==> config.mk <==
export PLATFORM = sky130hd
export DESIGN_NAME = sel_irq_gen
export DESIGN_NICKNAME = d
export VERILOG_FILES = /design/src/rtl/sel_irq_gen.sv
export SDC_FILE = /design/constraint.sdc
export NUM_CORES = 1
export LEC_CHECK = 0
export ABC_AREA = 1
export ABC_CLOCK_PERIOD_IN_PS = 1100
export BUFFER_PORTS_ARGS = -buffer_cell sky130_fd_sc_hd__buf_2
export CAP_MARGIN = 20
export CORE_UTILIZATION = 52
export CTS_CLUSTER_DIAMETER = 100
export DETAILED_ROUTE_END_ITERATION = 8
export GPL_ROUTABILITY_DRIVEN = 0
export PLACE_DENSITY = 0.81
export SLEW_MARGIN = 20
export SYNTH_ARGS = -nofsm -noshare
export SYNTH_HDL_FRONTEND = slang
export SYNTH_SLANG_ARGS = --single-unit
==> constraint.sdc <==
create_clock -name clk -period 1.1 [get_ports clk]
set_input_delay 0.165 -clock clk [delete_from_list [all_inputs] [get_ports clk]]
set_output_delay 0.165 -clock clk [all_outputs]
set_load 0.05 [all_outputs]
==> src/rtl/sel_irq_gen.sv <==
module sel_irq_gen #(
  parameter int GW = 24,
  parameter int AW = 8,
  parameter int DW = 32
) (
  input  logic            clk,
  input  logic            rst_n,
  input  logic            wr_en,
  input  logic [AW-1:0]   wr_addr,
  input  logic [DW-1:0]   wr_data,
  input  logic [4*GW-1:0] grp_in,
  input  logic            a_c0,
  input  logic            a_c3,
  input  logic            b_c0,
  input  logic            b_c3,
  input  logic            evt_zero,
  input  logic            tmr_tick,
  output logic [1:0]      pend,
  output logic            irq
);
  localparam int NB = 4 * GW;
  localparam int NW = NB + 4;
  localparam logic [AW-1:0] A_SEL = AW'(8'h50);
  localparam logic [AW-1:0] A_CLR = AW'(8'h54);
  localparam logic [AW-1:0] A_EN  = AW'(8'h60);

  logic [NW-1:0] s1, s2, s3;
  logic [NB-1:0] en_all;
  logic [3:0]    sel;
  logic [1:0]    cause;

  wire [NW-1:0] raw = {b_c3, b_c0, a_c3, a_c0, grp_in};
  wire [NW-1:0] chg = s2 ^ s3;
  wire clr = wr_en && wr_addr == A_CLR;

  always_ff @(posedge clk or negedge rst_n)
    if (!rst_n) begin
      s1 <= '0; s2 <= '0; s3 <= '0;
    end else begin
      s1 <= raw; s2 <= s1; s3 <= s2;
    end

  // A change on the first sampled cycle after reset is treated as a real edge.
  for (genvar g = 0; g < 4; g++) begin : g_en
    always_ff @(posedge clk or negedge rst_n)
      if (!rst_n) en_all[g*GW +: GW] <= '0;
      else if (wr_en && wr_addr == A_EN + AW'(4*g)) en_all[g*GW +: GW] <= wr_data[GW-1:0];
  end

  always_ff @(posedge clk or negedge rst_n)
    if (!rst_n) sel <= '0;
    else if (wr_en && wr_addr == A_SEL) sel <= wr_data[3:0];

  wire cos1 = |(chg[2*GW-1:0] & en_all[2*GW-1:0]);
  wire cos2 = |(chg[NB-1:2*GW] & en_all[NB-1:2*GW]);

  function automatic logic lock_rule(input logic c0n, c0p, c3n, c3p);
    return (c3p && !c3n && !c0n) || (!c0p && c0n && c3n);
  endfunction

  wire lk1 = lock_rule(s2[NB], s3[NB], s2[NB+1], s3[NB+1]);
  wire lk2 = lock_rule(s2[NB+2], s3[NB+2], s2[NB+3], s3[NB+3]);
  wire fe1 = s3[NB] && !s2[NB];
  wire fe2 = s3[NB+2] && !s2[NB+2];

  always_comb begin
    case (sel[1:0])
      2'b00: cause[0] = cos1;
      2'b01: cause[0] = lk1;
      2'b10: cause[0] = fe1;
      default: cause[0] = evt_zero;
    endcase
    case (sel[3:2])
      2'b00: cause[1] = cos2;
      2'b01: cause[1] = lk2;
      2'b10: cause[1] = fe2;
      default: cause[1] = tmr_tick;
    endcase
  end

  always_ff @(posedge clk or negedge rst_n)
    if (!rst_n) pend <= '0;
    else if (clr) pend <= '0;
    else pend <= pend | cause;

  assign irq = |pend;
endmodule


==> results.toml, run 1 <==
[worst_setup_path]
crit_start_category = "register"
crit_buf_inv = 0
cp.arrival_ps = 1840
timing.critical_path.from = "s2[46]$_DFF_PN0_"
critPathTopFamily = "simple AND/OR/NAND/NOR gates"
timing_worst_setup_path_type = "register to register"
critPathMaxStageDelay_ps = 390
worstPathCellList = "or2_4 -> nand3_2 -> nand2_2 -> nor2_4 -> nand2_1 -> nor2_2 -> nand3_1 -> nand2_1 -> a21oi_1"
reg2reg_slack_ps = -340
crit-reg2reg-launch = "s2[46]$_DFF_PN0_"
cell_repeated_most_along_the_worst_path = "sky130_fd_sc_hd__nand2_1"
setup.worst_path.end_class = "register"
worst_reg_to_reg_cells = 9
regToRegEndpoint = "pend[0]$_DFF_PN0_"
critPathRequiredTime_ps = 1500
cp_slowest_cell = "sky130_fd_sc_hd__dfrtp_1"
worst-path-max-fanout = 2

[synthesis]
syn-num-nets = 1364
share_of_async_settable_or_async_resettable_flops_after_synthesis_pct = 100.0
synth_enable_flop_cells = 0
synth_cell_type_count = 22
fraction_of_the_yosys_area_taken_by_sequential_cells_pct = 73.80
yosys_warnings = 0
synthFlopType = "sky130_fd_sc_hd__dfrtp_1"
postSynthAreaPerCell_um2 = 11.18
mappedNetlistArea_mm2 = 0.01363
syn-instance-count = 1219
synth_seq_cells = 402

[drt]
firstDrtPassIters = 4
wirelength_um = 30670
wire_per_inst_um = 15.91
route.detailed.vias_per_inst = 4.869
initialDrtViolationCount = 537
dr_total_vias = 9387
detail-route-antenna-nets = 0
drcViolationCount = 0

[global_route]
grt_util_all_layers_pct = 24.27
grt_pass1_wl_um = 49870
first_global_vias = 10158
grt_start_max_net_pins = 65
global_route_total_overflow = 0
antenna_found_initial = 1

[clocking]
cts_made_buffers = 39
library_cell_used_as_clock_root_buffer = "sky130_fd_sc_hd__clkbuf_16"
clock_sinks = 402
clk_path_buf_depth = 3
clk_transition_reported_paths_ps = 60
clock_latency_ps = 520
htree_levels = 2
tritoncts = "done"

[place]
place_ws_ps = -429.2
postPlaceCellArea_mm2 = 0.01552
place.detailed.hpwl_um = 19140
dp_cells = 1736
port_buffers = 139

[timing]
fin_worst_hold_slack_ps = 18.99
worst_clock_skew_ps = 8.247
worstMarginPinSlew_ps = 360.7
post_layout_worst_setup_margin_ps = -339.4
max-slew-margin-rel_pct = 75.95
final_hold_viol_count = 0
finalSetupViolations = 5
period_minus_slack_ps = 1439
fmax_mhz = 694.7
slew_violations = 0
rsz0062_at_grt = "yes"
layout_worst_path_cycle_share_pct = 130.9

[flow_run]
total_of_max_cap_violations = 0

[floorplanning]
placement_rows = 58
die_area_mm2 = 0.02687
start_util_pct = 53.52
fp.coreArea_mm2 = 0.02547
die_width_um = 163.9
ios = 148
die_span_y_um = 163.9

[hold_path]
hold_path.startpoint = "wr_data[23]"
timing.hold.worst.class = "primary input to register"
holdPathStages = 3
hold_path_end = "en_all[23]$_DFFE_PN0P_"

[outcome]
violations = "negative setup slack"
status = "complete, but fails checks"

[power_and_ir_drop]
max_ir_drop_vdd_mv = 1.993
power.static_leakage_nw = 9.308
power_density_mw_per_mm2 = 1776

[finish]
n_fill_cell = 1621
final_core_utilization_pct = 71.56
finish.instance_area_mm2 = 0.01823
area.sequential_mm2 = 0.01006
post_layout_nonfiller_instances = 1928
post_route_cells_drive_above_1_share_pct = 23.62
area_of_the_multi_input_gates_mm2 = 0.003032
finish.net_count = 1713
layout-area-overhead-vs-synth_pct = 33.72
==> tightest hold or removal path: stages <==
cell and delay [ps]:
sky130_fd_sc_hd__buf_2 100, sky130_fd_sc_hd__inv_1 100, sky130_fd_sc_hd__o21ai_2 140
==> metal layers <==
metal  wire length, um  global-route usage (%)  up-vias
met5                 0                       0        -
met2             15820                   42.43      227
met3              1283                   4.217      101
li1                  -                       -     4450
met1             12370                   29.39     4609
met4              1195                   11.15        0
==> through the flow <==
step,TNS [ps],power (mW)
final,-1293,32.37
after global routing,-1575,33.58
after CTS,-1338,32.48
after detailed placement,-26830,18.01
after global placement,-23860,17.88
after floorplan,-3178,16.84
==> kinds of logic after synthesis <==
group | after synthesis | share of synthesized area [%]
DFF | 402 | 73.80
and+or+nand+nor | 507 | 15.91
AOI/OAI and AO/OA | 112 | 4.351
buffers and inverters | 198 | 5.948
==> final cells by class <==
type                            instances  share of cell area (%)
Sequential cell                       402                   55.19
Multi-Input combinational cell        619                   16.63
Timing Repair Buffer                  328                   14.58
Clock buffer                           54                   6.280
Inverter                              178                   3.707
Tap cell                              330                   2.265
Clock inverter                         15                   1.325
Antenna cell                            2                 0.02746
==> layout by cell type, fill, tap and decap left out, drive strengths merged <==
cell         netlist  layout
clkinvlp           0       2
diode              0       2
clkbuf             6      54
or2               21      21
nor2              42      42
and2               1       1
clkinv             0       7
inv              178     178
nand3b             1       1
buf               14     209
o22ai              2       2
nor3               4       4
nor4               1       1
bufinv             0       6
dlygate4sd3        0     119
nand2            341     341
o21ai            106     106
nand3             96      96
a21oi              4       4
dfrtp            402     402
==> worst max path at each step <==
stage,end,slack [ps],cells past startpoint
after floorplan,pend[1]$_DFF_PN0_,-90,9
after global placement,pend[0]$_DFF_PN0_,-420,9
after detailed placement,pend[1]$_DFF_PN0_,-430,9
after CTS,pend[1]$_DFF_PN0_,-340,9
after global routing,pend[1]$_DFF_PN0_,-400,9
final,pend[0]$_DFF_PN0_,-340,9
==> cells in the mapped netlist, drive strengths merged (2+ instances only) <==
cell type / n / area [um2]
clkbuf: 6 / 22.52
buf: 14 / 120.1
inv: 178 / 668.1
nand2: 341 / 1323
a21oi: 4 / 20.02
o21ai: 106 / 560.5
nor3: 4 / 30.03
nor2: 42 / 162.6
dfrtp: 402 / 10060
or2: 21 / 133.9
o22ai: 2 / 12.51
nand3: 96 / 480.5
==> registers in the layout, indices dropped and copies added, names as in the netlist <==
signal	cells
sel	4
s2	100
en_all	96
s3	100
pend	2
s1	100
==> power breakdown <==
group          internal, mW  total, mW  switching, mW  leakage [nW]
Clock                  8.71       14.2           5.47         0.676
Sequential             15.5       16.0          0.439          4.89
Combinational          1.08       2.23           1.15          3.74
Total                  25.3       32.4           7.07          9.31
==> repair_timing <==
item                                   4_1_cts  5_1_grt
endpoints found under the hold margin      553        0
pin swaps                                   13       17
resized for setup                           25       15
gates cloned                                 0        0
hold buffers                               119        0
setup endpoints to repair                    5        5
setup buffers                                0        2
Note: power is estimated with default switching activity, not from simulation.
==> inputs of run 2 (changes only) <==
- SKIP_CTS_REPAIR_TIMING: unset -> 1
==> run 2 against run 1 <==
The run ends with negative hold slack, negative setup slack left. Sequential cell count did not move. Clock skew up 0.98 ps. Routed wire length down 1.2%. Combinational power decreased by 3%. Via count is 0.36% lower. Clock power is essentially flat. Worst hold slack got worse by 31 ps. Largest cell class unchanged.
==> results.toml, run 2 (synthesis gave the netlist of run 1 again) <==
[global_route]
antenna_found_initial = 0
grt_most_used_layer = "met2"
global_route.usage.met1_pct = 27.72
global_route_total_overflow = 0
grt_util_all_layers_pct = 21.90
groute.layer.met3.usage_pct = 4.293
first_global_vias = 9254
grt_pass1_wl_um = 45100
gr-usage-met2_pct = 36.88
grt_start_max_net_pins = 65

[timing]
worstMarginPinSlew_ps = 357.9
finalSetupViolations = 5
max-slew-margin-rel_pct = 76.14
layout_worst_path_cycle_share_pct = 132.8
fin_setup_tns_ps = -1334
slew_violations = 0
fmax_mhz = 684.6
period_minus_slack_ps = 1461
fin_worst_hold_slack_ps = -11.64
final_hold_viol_count = 11
post_layout_worst_setup_margin_ps = -360.6
rsz0062_at_grt = "yes"
worst_clock_skew_ps = 9.223

[worst_setup_path]
crit_start_category = "register"
worst-path-max-fanout = 3
setup.worst_path.end_class = "register"
timing_worst_setup_path_type = "register to register"
critPathRequiredTime_ps = 1500
cp.arrival_ps = 1860

[drt]
firstDrtPassIters = 5
detail-route-antenna-nets = 0
drcViolationCount = 0
dr_total_vias = 9353
initialDrtViolationCount = 627
route.detailed.vias_per_inst = 4.889
wire_per_inst_um = 15.84
wirelength_um = 30300

[power_and_ir_drop]
pwr-share-seq_pct = 49.4
post-layout-total-power_mw = 32.31
netSwitchingPower_mw = 7.044
power_density_mw_per_mm2 = 1789
max_ir_drop_vdd_mv = 1.937
pwr-share-comb_pct = 6.7
power_switching_share_pct = 21.80
power_report.internal_total_mw = 25.27
clk_network_pwr_share_pct = 43.9
power.static_leakage_nw = 9.238

[floorplanning]
die_span_y_um = 163.9
start_util_pct = 53.52
ios = 148
die_width_um = 163.9
placement_rows = 58
fp.coreArea_mm2 = 0.02547
die_area_mm2 = 0.02687

[finish]
layout-area-overhead-vs-synth_pct = 32.50
layout_common_cells = "sky130_fd_sc_hd__dfrtp_1, sky130_fd_sc_hd__nand2_1, sky130_fd_sc_hd__inv_1"
reg.largest.list = "s1 (100), s2 (100), s3 (100)"
finish.net_count = 1698
finish.instance_area_mm2 = 0.01806
post_route_cells_drive_above_1_share_pct = 23.53
mostFrequentLayoutCell = "sky130_fd_sc_hd__dfrtp_1"

[clocking]
tritoncts = "done"
clock_latency_ps = 520
clk_transition_reported_paths_ps = 70
clk_path_buf_depth = 3
cts_made_buffers = 39
clock_sinks = 402
htree_levels = 2
library_cell_used_as_clock_root_buffer = "sky130_fd_sc_hd__clkbuf_16"

[place]
port_buffers = 139
postPlaceCellArea_mm2 = 0.01552
place.detailed.hpwl_um = 19140

[hold_path]
timing.hold.worst.class = "primary input to register"

[outcome]
violations = "negative hold slack, negative setup slack"
status = "complete, but fails checks"

[flow_run]
total_of_max_cap_violations = 0
-- run 2: power by group through the flow --
stage	Combinational, mW	Sequential (mW)	Clock [mW]
global placement	1.72	16.2	0
finish	2.17	16.0	14.2
CTS	1.82	16.0	14.3
floorplan	0.753	16.1	0
detailed placement	1.79	16.2	0
global route	2.45	16.0	15.0
-- run 2: critical path, stage by stage (launching register included) --
cell and delay (ps):
sky130_fd_sc_hd__dfrtp_1 410, sky130_fd_sc_hd__inv_1 80, sky130_fd_sc_hd__nand2_1 60, sky130_fd_sc_hd__nand3_1 80
sky130_fd_sc_hd__nand2_1 80, sky130_fd_sc_hd__nor2_2 150, sky130_fd_sc_hd__nand2_1 80, sky130_fd_sc_hd__nor2_2 170
sky130_fd_sc_hd__nand3_1 100, sky130_fd_sc_hd__nand2_1 70, sky130_fd_sc_hd__a21oi_1 60
-- run 2: layout make-up --
class,count,area (um2)
Inverter,178,675.6
Antenna cell,2,5.005
Tap cell,330,412.9
Timing Repair Buffer,313,2509
Clock inverter,15,241.5
Multi-Input combinational cell,619,3014
Clock buffer,54,1145
Sequential cell,402,10060
Fill cell,1657,7410
-- run 2: metal layers --
metal	vias to the layer above	routed length [um]
li1	4422	-
met1	4579	12170
met2	264	15550
met3	88	1456
met4	0	1120
met5	-	0
-- run 2: worst paths after layout --
check | startpoint | to | slack (ps) | cells past startpoint
setup reg to reg | s2[33]$_DFF_PN0_ | pend[0]$_DFF_PN0_ | -360 | 10
hold / removal | wr_data[8] | en_all[56]$_DFFE_PN0P_ | -10 | 3
min in group asynchronous | rst_n | en_all[30]$_DFFE_PN0P_ | 100 | 2
setup / recovery | s2[33]$_DFF_PN0_ | pend[0]$_DFF_PN0_ | -360 | 10
max in group asynchronous | rst_n | s2[84]$_DFF_PN0_ | 370 | 3
hold reg to reg | s1[41]$_DFF_PN0_ | s2[41]$_DFF_PN0_ | 340 | 0
-- run 2: stage by stage --
step	instances	utilization [%]	setup WS (ps)
after global routing	1911	70.89	-430.8
final	1913	70.91	-360.6
after floorplan	1219	-	-92.12
after detailed placement	1736	60.92	-429.2
after global placement	1736	60.92	-415.8
after CTS	1805	66.36	-492.1
